**config.mk**
```make
export PLATFORM = sky130hd
export DESIGN_NAME = sleep_wake_ctrl
export DESIGN_NICKNAME = d
export VERILOG_FILES = /design/src/rtl/swc_pkg.sv /design/src/rtl/swc_lsync.sv /design/src/rtl/swc_tick_timer.sv /design/src/rtl/swc_holdoff.sv /design/src/rtl/sleep_wake_ctrl.sv
export SDC_FILE = /design/constraint.sdc
export NUM_CORES = 1
export LEC_CHECK = 0
export ABC_AREA = 0
export BUFFER_PORTS_ARGS = -buffer_cell sky130_fd_sc_hd__buf_4
export CORE_MARGIN = 3
export CORE_UTILIZATION = 40
export CTS_CLUSTER_SIZE = 12
export DETAILED_ROUTE_END_ITERATION = 10
export SKIP_LAST_GASP = 1
export SYNTH_ARGS = -nofsm -noshare
export SYNTH_HDL_FRONTEND = slang
export SYNTH_HIERARCHICAL = 1
export SYNTH_SLANG_ARGS = --single-unit
```
**constraint.sdc**
```tcl
create_clock -name clk_i -period 1.71 [get_ports clk_i]
set_clock_uncertainty 0.1 [all_clocks]
set_input_delay 0.4275 -clock clk_i [delete_from_list [all_inputs] [get_ports clk_i]]
set_output_delay 0.4275 -clock clk_i [all_outputs]
set_load 0.01 [all_outputs]
```
**src/rtl/swc_pkg.sv**
```systemverilog
package swc_pkg;
  typedef enum logic [1:0] {
    ST_RUN   = 2'd0,
    ST_ENTER = 2'd1,
    ST_SLEEP = 2'd2,
    ST_HOLD  = 2'd3
  } swc_state_e;
endpackage

```
**src/rtl/swc_lsync.sv**
```systemverilog
module swc_lsync #(
  parameter int unsigned SYNC_STAGES = 2
) (
  input  logic clk_i,
  input  logic rst_ni,
  input  logic ls_i,
  output logic rise_o,
  output logic fall_o
);
  localparam int unsigned LAST = SYNC_STAGES;

  // stages [0..SYNC_STAGES-1] synchronize, [LAST] holds previous value
  logic [LAST:0] sh_q;

  always_ff @(posedge clk_i or negedge rst_ni) begin
    if (!rst_ni) sh_q <= '0;
    else         sh_q <= {sh_q[LAST-1:0], ls_i};
  end

  assign rise_o = sh_q[LAST-1] & ~sh_q[LAST];
  assign fall_o = ~sh_q[LAST-1] & sh_q[LAST];
endmodule

```
**src/rtl/swc_tick_timer.sv**
```systemverilog
module swc_tick_timer #(
  parameter int unsigned SEL_W     = 2,
  parameter int unsigned STEP_LOG2 = 3
) (
  input  logic             clk_i,
  input  logic             rst_ni,
  input  logic             rise_i,
  input  logic [SEL_W-1:0] sel_i,
  input  logic             ack_i,
  output logic             flag_o
);
  localparam int unsigned CNT_W = STEP_LOG2 * ((1 << SEL_W) - 1);

  logic [CNT_W-1:0] cnt_q;
  logic [CNT_W:0]   period;
  logic [CNT_W-1:0] limit;
  logic             wrap;
  logic             flag_q;

  assign period = (CNT_W+1)'(1) << (STEP_LOG2 * 32'(sel_i));
  assign limit  = CNT_W'(period - (CNT_W+1)'(1));
  // >= so a smaller select after a change wraps immediately
  assign wrap   = rise_i && (cnt_q >= limit);

  always_ff @(posedge clk_i or negedge rst_ni) begin
    if (!rst_ni) begin
      cnt_q  <= '0;
      flag_q <= 1'b0;
    end else begin
      if (rise_i) cnt_q <= wrap ? '0 : cnt_q + CNT_W'(1);
      // a new tick wins over an acknowledge in the same cycle
      flag_q <= wrap | (flag_q & ~ack_i);
    end
  end

  assign flag_o = flag_q;
endmodule

```
**src/rtl/swc_holdoff.sv**
```systemverilog
module swc_holdoff #(
  parameter int unsigned PLL_PHASES  = 2,
  parameter int unsigned BASE_PHASES = 1
) (
  input  logic clk_i,
  input  logic rst_ni,
  input  logic clr_i,
  input  logic pll_i,
  input  logic phase_i,
  output logic done_o
);
  localparam int unsigned MAXP = (PLL_PHASES > BASE_PHASES) ? PLL_PHASES : BASE_PHASES;
  localparam int unsigned PH_W = $clog2(MAXP + 1);

  logic [PH_W-1:0] cnt_q;
  logic [PH_W-1:0] need_q;

  always_ff @(posedge clk_i or negedge rst_ni) begin
    if (!rst_ni) begin
      cnt_q  <= '0;
      need_q <= PH_W'(PLL_PHASES);
    end else if (clr_i) begin
      cnt_q  <= '0;
      // tracks the PLL setting until the hold-off starts, then frozen
      need_q <= pll_i ? PH_W'(PLL_PHASES) : PH_W'(BASE_PHASES);
    end else if (phase_i && (cnt_q < need_q)) begin
      cnt_q <= cnt_q + PH_W'(1);
    end
  end

  assign done_o = !clr_i && (cnt_q >= need_q);
endmodule

```
**src/rtl/sleep_wake_ctrl.sv**
```systemverilog
module sleep_wake_ctrl
  import swc_pkg::*;
#(
  parameter int unsigned N_IRQ       = 4,
  parameter int unsigned SEL_W       = 2,
  parameter int unsigned STEP_LOG2   = 3,
  parameter int unsigned SYNC_STAGES = 2,
  parameter int unsigned PLL_PHASES  = 2,
  parameter int unsigned BASE_PHASES = 1
) (
  input  logic             clk_i,
  input  logic             rst_ni,
  input  logic             lsclk_i,
  input  logic             stop_i,
  input  logic             pll_en_i,
  input  logic             deep_i,
  input  logic [N_IRQ-1:0] irq_i,
  input  logic [SEL_W-1:0] tick_sel_i,
  input  logic             tick_ack_i,
  input  logic             analog_set_i,
  output logic             fclk_en_o,
  output logic             cpu_run_o,
  output logic             analog_en_o,
  output logic             tick_irq_o
);
  swc_state_e state_q, state_d;
  logic deep_q, analog_q;
  logic ls_rise, ls_fall, hold_done, tick_flag, wake;

  swc_lsync #(.SYNC_STAGES(SYNC_STAGES)) u_lsync (
    .clk_i  (clk_i),
    .rst_ni (rst_ni),
    .ls_i   (lsclk_i),
    .rise_o (ls_rise),
    .fall_o (ls_fall)
  );

  swc_tick_timer #(.SEL_W(SEL_W), .STEP_LOG2(STEP_LOG2)) u_tick (
    .clk_i  (clk_i),
    .rst_ni (rst_ni),
    .rise_i (ls_rise),
    .sel_i  (tick_sel_i),
    .ack_i  (tick_ack_i),
    .flag_o (tick_flag)
  );

  swc_holdoff #(.PLL_PHASES(PLL_PHASES), .BASE_PHASES(BASE_PHASES)) u_hold (
    .clk_i   (clk_i),
    .rst_ni  (rst_ni),
    .clr_i   (state_q != ST_HOLD),
    .pll_i   (pll_en_i),
    .phase_i (ls_rise | ls_fall),
    .done_o  (hold_done)
  );

  assign wake = (|irq_i) | tick_flag;

  always_comb begin
    state_d = state_q;
    unique case (state_q)
      ST_RUN:   if (stop_i && !wake) state_d = ST_ENTER;
      ST_ENTER: state_d = wake ? ST_HOLD : ST_SLEEP;
      ST_SLEEP: if (wake) state_d = ST_HOLD;
      ST_HOLD:  if (hold_done && !stop_i) state_d = ST_RUN;
      default:  state_d = ST_RUN;
    endcase
  end

  always_ff @(posedge clk_i or negedge rst_ni) begin
    if (!rst_ni) begin
      state_q  <= ST_RUN;
      deep_q   <= 1'b0;
      analog_q <= 1'b0;
    end else begin
      state_q <= state_d;
      if (state_q == ST_RUN && state_d == ST_ENTER) deep_q <= deep_i;
      if (state_q == ST_ENTER && state_d == ST_SLEEP) analog_q <= 1'b0;
      else if (state_q == ST_RUN && analog_set_i)     analog_q <= 1'b1;
    end
  end

  assign fclk_en_o   = !(state_q == ST_SLEEP && deep_q);
  assign cpu_run_o   = (state_q == ST_RUN);
  assign analog_en_o = analog_q;
  assign tick_irq_o  = tick_flag;
endmodule

```
==> summary.txt, run 1 <==
Hold path
  – Hold Path End: u_lsync/sh_q[0]$_DFF_PN0_
  – Worst Hold Class: input pin to flop
  – Hold path startpoint: lsclk_i
  – Hold Crit Depth: 1

Setup path
  – Reg2reg end: u_tick/flag_o$_DFF_PN0_
  – Crit-path leading delay family: compound AO/OA/AOI/OAI gates
  – CP Class: flop to flop
  – Reg-to-reg startpoint: u_tick/cnt_q[0]$_DFFE_PN0P_
  – Reg2reg path depth: 6
  – Flop-to-flop setup slack: -70 ps
  – CP Max Fanout: 7
  – Crit-path slowest cell: dfrtp_1
  – CP peak stage delay: 420 ps
  – Crit path buffers/inverters: 1
  – Crit path DAT: 1880 ps
  – Worst path cell trace: inv_2, ha_4, nand2b_4, a2111oi_4, nor4_4, a211o_1
  – CP endpoint kind: flop
  – Crit path launch type: flop
  – Worst endpoint required time: roughly 1800 ps

Clocking
  – CTS Root Cell: clkbuf_4
  – Clk sinks: 21
  – CTS tree: done
  – Skew-Pair Late Insertion Delay: 300 ps
  – Max Buffers Root-to-Sink: 2
  – CTS Buf Count: 3
  – H-Tree Level Count: 1
  – Reg clk slew, reported paths: between 100 and 150 ps

Power and ir drop
  – Clock power share: 9.2%
  – P_sw: 1.02 mW
  – Comb power frac: between 50% and 60%
  – VDD IR max: 0.618 mV
  – Power Density: around 1400 nW/µm²
  – Switch share: a little under 40%
  – Reg power frac: 31.0%
  – Total Power: 2.62 mW
  – P_leak: 0.869 nW
  – P_int: about 1.6 mW

Routing
  – Antenna-violating nets left: 0
  – DRT iter0 DRCs: between 70 and 80
  – DRC Markers: 0
  – Via/cell ratio: around 5.2
  – WL per Instance: 13.1 µm
  – Via count of the routed design: 1,159
  – Pre-antenna DRT Iters: 4
  – Drt total wl: approximately 2900 µm

STA
  – Fin crit share: 104%
  – Worst Max-Slew Pin Slew: 442 ps
  – Final hold vios: 0
  – Final Setup Violations: 8
  – RSZ-0062 raised after global routing: true
  – Tmin final: about 1800 ps
  – Hold WS: ~120 ps
  – Fin Setup TNS: -190 ps
  – Slew Viols, Final: 0
  – Final WS setup: -71.2 ps
  – Max-slew headroom: approximately 70%
  – Fmax: 561 MHz

Finish
  – Layout Nets: between 200 and 250
  – # diodes: 0
  – Final std cells w/o fill: 224
  – Design area: ~1900 µm²
  – Most frequent cells in the layout: 42 x buf_4, 20 x dfrtp_1, 9 x nand2_1
  – Layout cells sized above 1: between 40 and 50%
  – Area grow syn2layout: 43.2%
  – Commonest non-fill, non-tap cell in the layout: buf_4

Floorplanning
  – Die area: about 4000 µm²
  – Die width: 63.3 µm
  – Ports: 18
  – Row count: 20
  – Core area: 3100 µm²
  – Chip height: 63.3 µm
  – Initial Utilization: between 40% and 50%

Run
  – Max_cap viols: 0

Synth
  – Synth cell types: 48
  – Syn Std Cell Area: between 1000 and 1500 µm²
  – Cells after Synth: between 100 and 150
  – Register area share after synthesis: between 40% and 50%
  – EDFF count, synth: 0
  – Ys flop type: dfrtp_1
  – Ys Warns: 6
  – Register bit total from synthesis: 21
  – Synthesized area per cell: around 10 µm²
  – Syn Nets: about 160
  – Synth area leaders: dfrtp_1 38%, ha_1 10%, nor3_1 3.4%, inv_1 3.4%, xor2_1 3.3%
  – Area share of the largest cell type after synthesis: roughly two fifths
  – Largest area contributor in the netlist: dfrtp_1
  – FFs w/ async S/R, synth: between 90% and 100%

Placement
  – Area post-placement: roughly 1700 µm²
  – DP Wirelength: 2220 µm
  – # placed instances: between 200 and 250
  – IO buf count: 17
  – RePlAce Congestion: between 0.8 and 0.9

GRT
  – Largest net degree at the start of global routing: 22
  – Total grt overflow: 0
  – Antenna violations before repair: 0
  – Vias in the first global route: 1,211
  – Total track usage: 16.3%
  – First-pass GRT wire length: 5260 µm

Status
  – Status: finished, violations left
  – Failing checks: negative setup slack
-- cells in the mapped netlist (all sizes together) (2+ instances only) --
cell type   n
a211oi      2
a21o        3
a21oi       4
a31oi       2
and4        2
dfrtp      20
ha         11
inv        12
nand2       9
nand2b      3
nand3       5
nand4       2
nor2        6
nor2b       2
nor3       11
nor4        2
o21a        2
o21ai       4
o22ai       2
or2         3
xor2        5
-- metrics by stage --
step           utilization, %  setup WS, ps
2_1_floorplan               -          -245
3_3_place_gp             55.6          -409
3_5_place_dp             55.6          -434
4_1_cts                  59.3         -86.0
5_1_grt                  60.7          -166
6_report                 60.7         -71.2
-- metal layers --
metal | share of wire, % | vias to the layer above | wire (µm) | track usage, %
met5 | 0 | - | 0 | 0
met4 | 0.65 | 0 | 19 | 3.23
met3 | 2.6 | 2 | 77 | 4.46
met2 | 54 | 11 | 1590 | 28.9
met1 | 43 | 568 | 1260 | 19.6
li1 | - | 578 | - | -
-- worst register-to-register path, cell delays in order, from the launching register on --
cell       delay (ps)
dfrtp_1           420
inv_2              80
ha_4              200
nand2b_4          140
a2111oi_4         370
nor4_4            130
a211o_1           240
-- power by group through the flow --
stage / clock [mW] / sequential, mW / combinational, mW
2_1_floorplan: 0 / 0.809 / 0.811
3_3_place_gp: 0 / 0.788 / 1.34
3_5_place_dp: 0 / 0.792 / 1.40
4_1_cts: 0.250 / 0.798 / 1.47
5_1_grt: 0.283 / 0.834 / 1.74
6_report: 0.240 / 0.812 / 1.57
-- worst max-delay path by stage --
stage / start / cells after the start / slack, ps / endpoint
after floorplan: tick_sel_i[1] / 6 / -250 / u_tick/flag_o$_DFF_PN0_
after global placement: tick_sel_i[1] / 7 / -410 / u_tick/flag_o$_DFF_PN0_
after detailed placement: tick_sel_i[1] / 7 / -430 / u_tick/flag_o$_DFF_PN0_
after CTS: u_tick/cnt_q[0]$_DFFE_PN0P_ / 6 / -90 / u_tick/flag_o$_DFF_PN0_
after global routing: u_lsync/sh_q[1]$_DFF_PN0_ / 4 / -170 / u_tick/cnt_q[8]$_DFFE_PN0P_
final: u_tick/cnt_q[0]$_DFFE_PN0P_ / 6 / -70 / u_tick/flag_o$_DFF_PN0_
-- flip-flops by register name, indices dropped and copies added (netlist names) --
signal         cells
state_q            2
u_tick/flag_o      1
u_lsync/sh_q       3
deep_q             1
analog_en_o        1
u_hold/cnt_q       2
u_hold/need_q      2
u_tick/cnt_q       9
-- cell type report --
cell class | count | area, µm²
Clock buffer | 4 | 26.3
Fill cell | 278 | 1220
Inverter | 12 | 45.0
Multi-Input combinational cell | 98 | 878
Sequential cell | 21 | 527
Tap cell | 44 | 55.1
Timing Repair Buffer | 45 | 352
-- kinds of logic after synthesis --
family / count (synthesis) / share of synthesized area [%]
flip-flops: 21 / 40.1
adder cells (fa/ha/maj): 11 / 10.5
XOR/XNOR: 6 / 4.00
multiplexers: 1 / 0.856
buffers and inverters: 12 / 3.43
AND/OR/NAND/NOR: 52 / 24.7
AO/OA/AOI/OAI: 28 / 16.5
-- timing repair --
item	in CTS	in global routing
hold buffers	1	0
endpoints found under the hold margin	20	0
pin swaps	8	3
endpoints found under the setup margin	11	15
gates resized for setup	12	7
setup buffers	2	1
No activity file was read; power rests on OpenSTA's default activity.
==> inputs of run 2 (changes only) <==
--- a/config.mk
+++ b/config.mk
@@ -7,10 +7,13 @@
 export LEC_CHECK = 0
 export ABC_AREA = 0
 export BUFFER_PORTS_ARGS = -buffer_cell sky130_fd_sc_hd__buf_4
+export CELL_PAD_IN_SITES_DETAIL_PLACEMENT = 1
+export CELL_PAD_IN_SITES_GLOBAL_PLACEMENT = 2
 export CORE_MARGIN = 3
-export CORE_UTILIZATION = 40
+export CORE_UTILIZATION = 32
 export CTS_CLUSTER_SIZE = 12
 export DETAILED_ROUTE_END_ITERATION = 10
+export PLACE_DENSITY_LB_ADDON = 0.1
 export SKIP_LAST_GASP = 1
 export SYNTH_ARGS = -nofsm -noshare
 export SYNTH_HDL_FRONTEND = slang
==> summary.txt, run 2 (synthesis gave the netlist of run 1 again) <==
Finish
  – Area grow syn2layout: 44.0%
  – Post-route core utilization: around 50%
  – Most frequent cells in the layout: 41 x buf_4, 20 x dfrtp_1, 10 x inv_1
  – Layout cells sized above 1: between 40% and 50%
  – Commonest non-fill, non-tap cell in the layout: buf_4
  – Largest regs: u_tick/cnt_q: 9 flops, u_lsync/sh_q: 3 flops
  – Layout Nets: between 200 and 250
  – Most flops, register: u_tick/cnt_q
  – # diodes: 0
  – Design area: around 1900 µm²
  – Filler instances: ~430
  – Max reg flops: 9

GRT
  – Largest net degree at the start of global routing: 22
  – Antenna violations before repair: 0
  – Vias in the first global route: about 1,200
  – Total track usage: 14.3%
  – First-pass GRT wire length: 5630 µm
  – Total grt overflow: 0

Setup path
  – CP Class: input pin to flop
  – Crit path launch type: input pin
  – Crit path DAT: roughly 1900 ps
  – CP endpoint kind: flop
  – Worst endpoint required time: roughly 1800 ps
  – CP Max Fanout: 7

Status
  – Status: finished, violations left
  – Failing checks: negative setup slack

Clocking
  – CTS Buf Count: 3
  – CTS Root Cell: clkbuf_8
  – Skew-Pair Late Insertion Delay: about 260 ps
  – Max Buffers Root-to-Sink: 2
  – Clk sinks: 21
  – Reg clk slew, reported paths: ~90 ps
  – H-Tree Level Count: 1
  – CTS tree: done

Routing
  – Via count of the routed design: between 1,000 and 1,500
  – DRT iter0 DRCs: 27
  – WL per Instance: about 14 µm
  – Drt total wl: ~3300 µm
  – DRC Markers: 0
  – Via/cell ratio: 5.06
  – Antenna-violating nets left: 0
  – Pre-antenna DRT Iters: 4

STA
  – Slew Viols, Final: 0
  – RSZ-0062 raised after global routing: true
  – Fmax: about 550 MHz
  – Final Setup Violations: 10
  – Fin Setup TNS: -830 ps
  – Final hold vios: 0
  – Final WS setup: -121 ps
  – Fin crit share: 107%
  – Worst Max-Slew Pin Slew: around 470 ps
  – Tmin final: between 1500 and 2000 ps
  – Max-slew headroom: between 60% and 70%

Floorplanning
  – Row count: 22
  – Die area: approximately 5000 µm²
  – Chip height: between 70 and 80 µm
  – Core area: around 3800 µm²
  – Initial Utilization: approximately 35%
  – Die width: around 70 µm
  – Ports: 18

Power and ir drop
  – Power Density: about 1400 nW/µm²
  – P_leak: 0.871 nW
  – VDD IR max: between 0.6 and 0.7 mV

Run
  – Max_cap viols: 0

Placement
  – DP Wirelength: between 2000 and 3000 µm
  – Area post-placement: between 1500 and 2000 µm²
  – IO buf count: 17
  – RePlAce Congestion: around 0.79

Hold path
  – Worst Hold Class: input pin to flop
[run 2: cell count changes in the layout (fill, tap and decap cells not counted), moves of 2 or more]
cell      before  now
ha_4           6    4
clkbuf_4       3    0
ha_1           5    7
inv_1          8   10
inv_2          4    2
clkbuf_8       0    3
[run 2: power by group]
group	leakage, nW	switching (mW)	total, mW	internal, mW
sequential	0.256	0.144	0.809	0.665
combinational	0.594	0.709	1.53	0.819
clock	0.0217	0.173	0.338	0.165
total	0.871	1.03	2.68	1.65
[run 2: area by class of cell]
cell class	count	area [µm²]	share of cell area (%)
clock buffers	3	41.3	2.18
repair buffers	44	344	18.2
flip-flops and latches	21	527	27.8
well taps	48	60.1	3.17
clock inverters	1	7.51	0.397
inverters	12	45.0	2.38
multi-input cells	98	868	45.9
[run 2: what timing repair did]
| item | 4_1_cts | 5_1_grt |
|---|---|---|
| hold endpoints to repair | 20 | 0 |
| pin swaps | 10 | 7 |
| hold buffers | 1 | 0 |
| buffers inserted | 1 | 0 |
| resized for setup | 9 | 10 |
| endpoints found under the setup margin | 10 | 14 |
[run 2: worst paths after layout]
kind                                             startpoint                           end  slack, ps  depth (start not counted)
worst max-delay path                          tick_sel_i[0]       u_tick/flag_o$_DFF_PN0_       -120                          7
worst min-delay path                                lsclk_i     u_lsync/sh_q[0]$_DFF_PN0_        180                          1
worst max register to register  u_tick/cnt_q[0]$_DFFE_PN0P_       u_tick/flag_o$_DFF_PN0_        -70                          6
worst min register to register    u_lsync/sh_q[0]$_DFF_PN0_     u_lsync/sh_q[1]$_DFF_PN0_        260                          0
max in group asynchronous                            rst_ni  u_hold/need_q[1]$_DFFE_PN1P_        750                          2
min in group asynchronous                            rst_ni       u_tick/flag_o$_DFF_PN0_        480                          2
[run 2: per-layer routing]
layer / track usage (%) / part of all wire, % / wire, µm / up-vias
met2: 24.0 / 49 / 1590 / 14
met1: 18.9 / 48 / 1550 / 558
met3: 3.45 / 3.0 / 97 / 2
li1: - / - / - / 574
met5: 0 / 0 / 0 / -
met4: 1.91 / 0.55 / 18 / 0
[run 2: stage by stage]
stage | total power [mW] | hold WS, ps | worst slack [ps] | std cells
2_1_floorplan | 1.62 | 31.9 | -245 | 131
3_3_place_gp | 2.15 | 237 | -388 | 222
3_5_place_dp | 2.20 | 239 | -422 | 222
4_1_cts | 2.62 | 170 | -92.3 | 227
5_1_grt | 2.92 | 168 | -172 | 227
6_report | 2.68 | 176 | -121 | 227
[run 2: worst max-delay path, cell delays in order]
cell and delay [ps]:
buf_8 100, or2_4 260, ha_4 210, nand2b_4 140, a2111oi_4 380, nor4_4 140
a211o_1 240
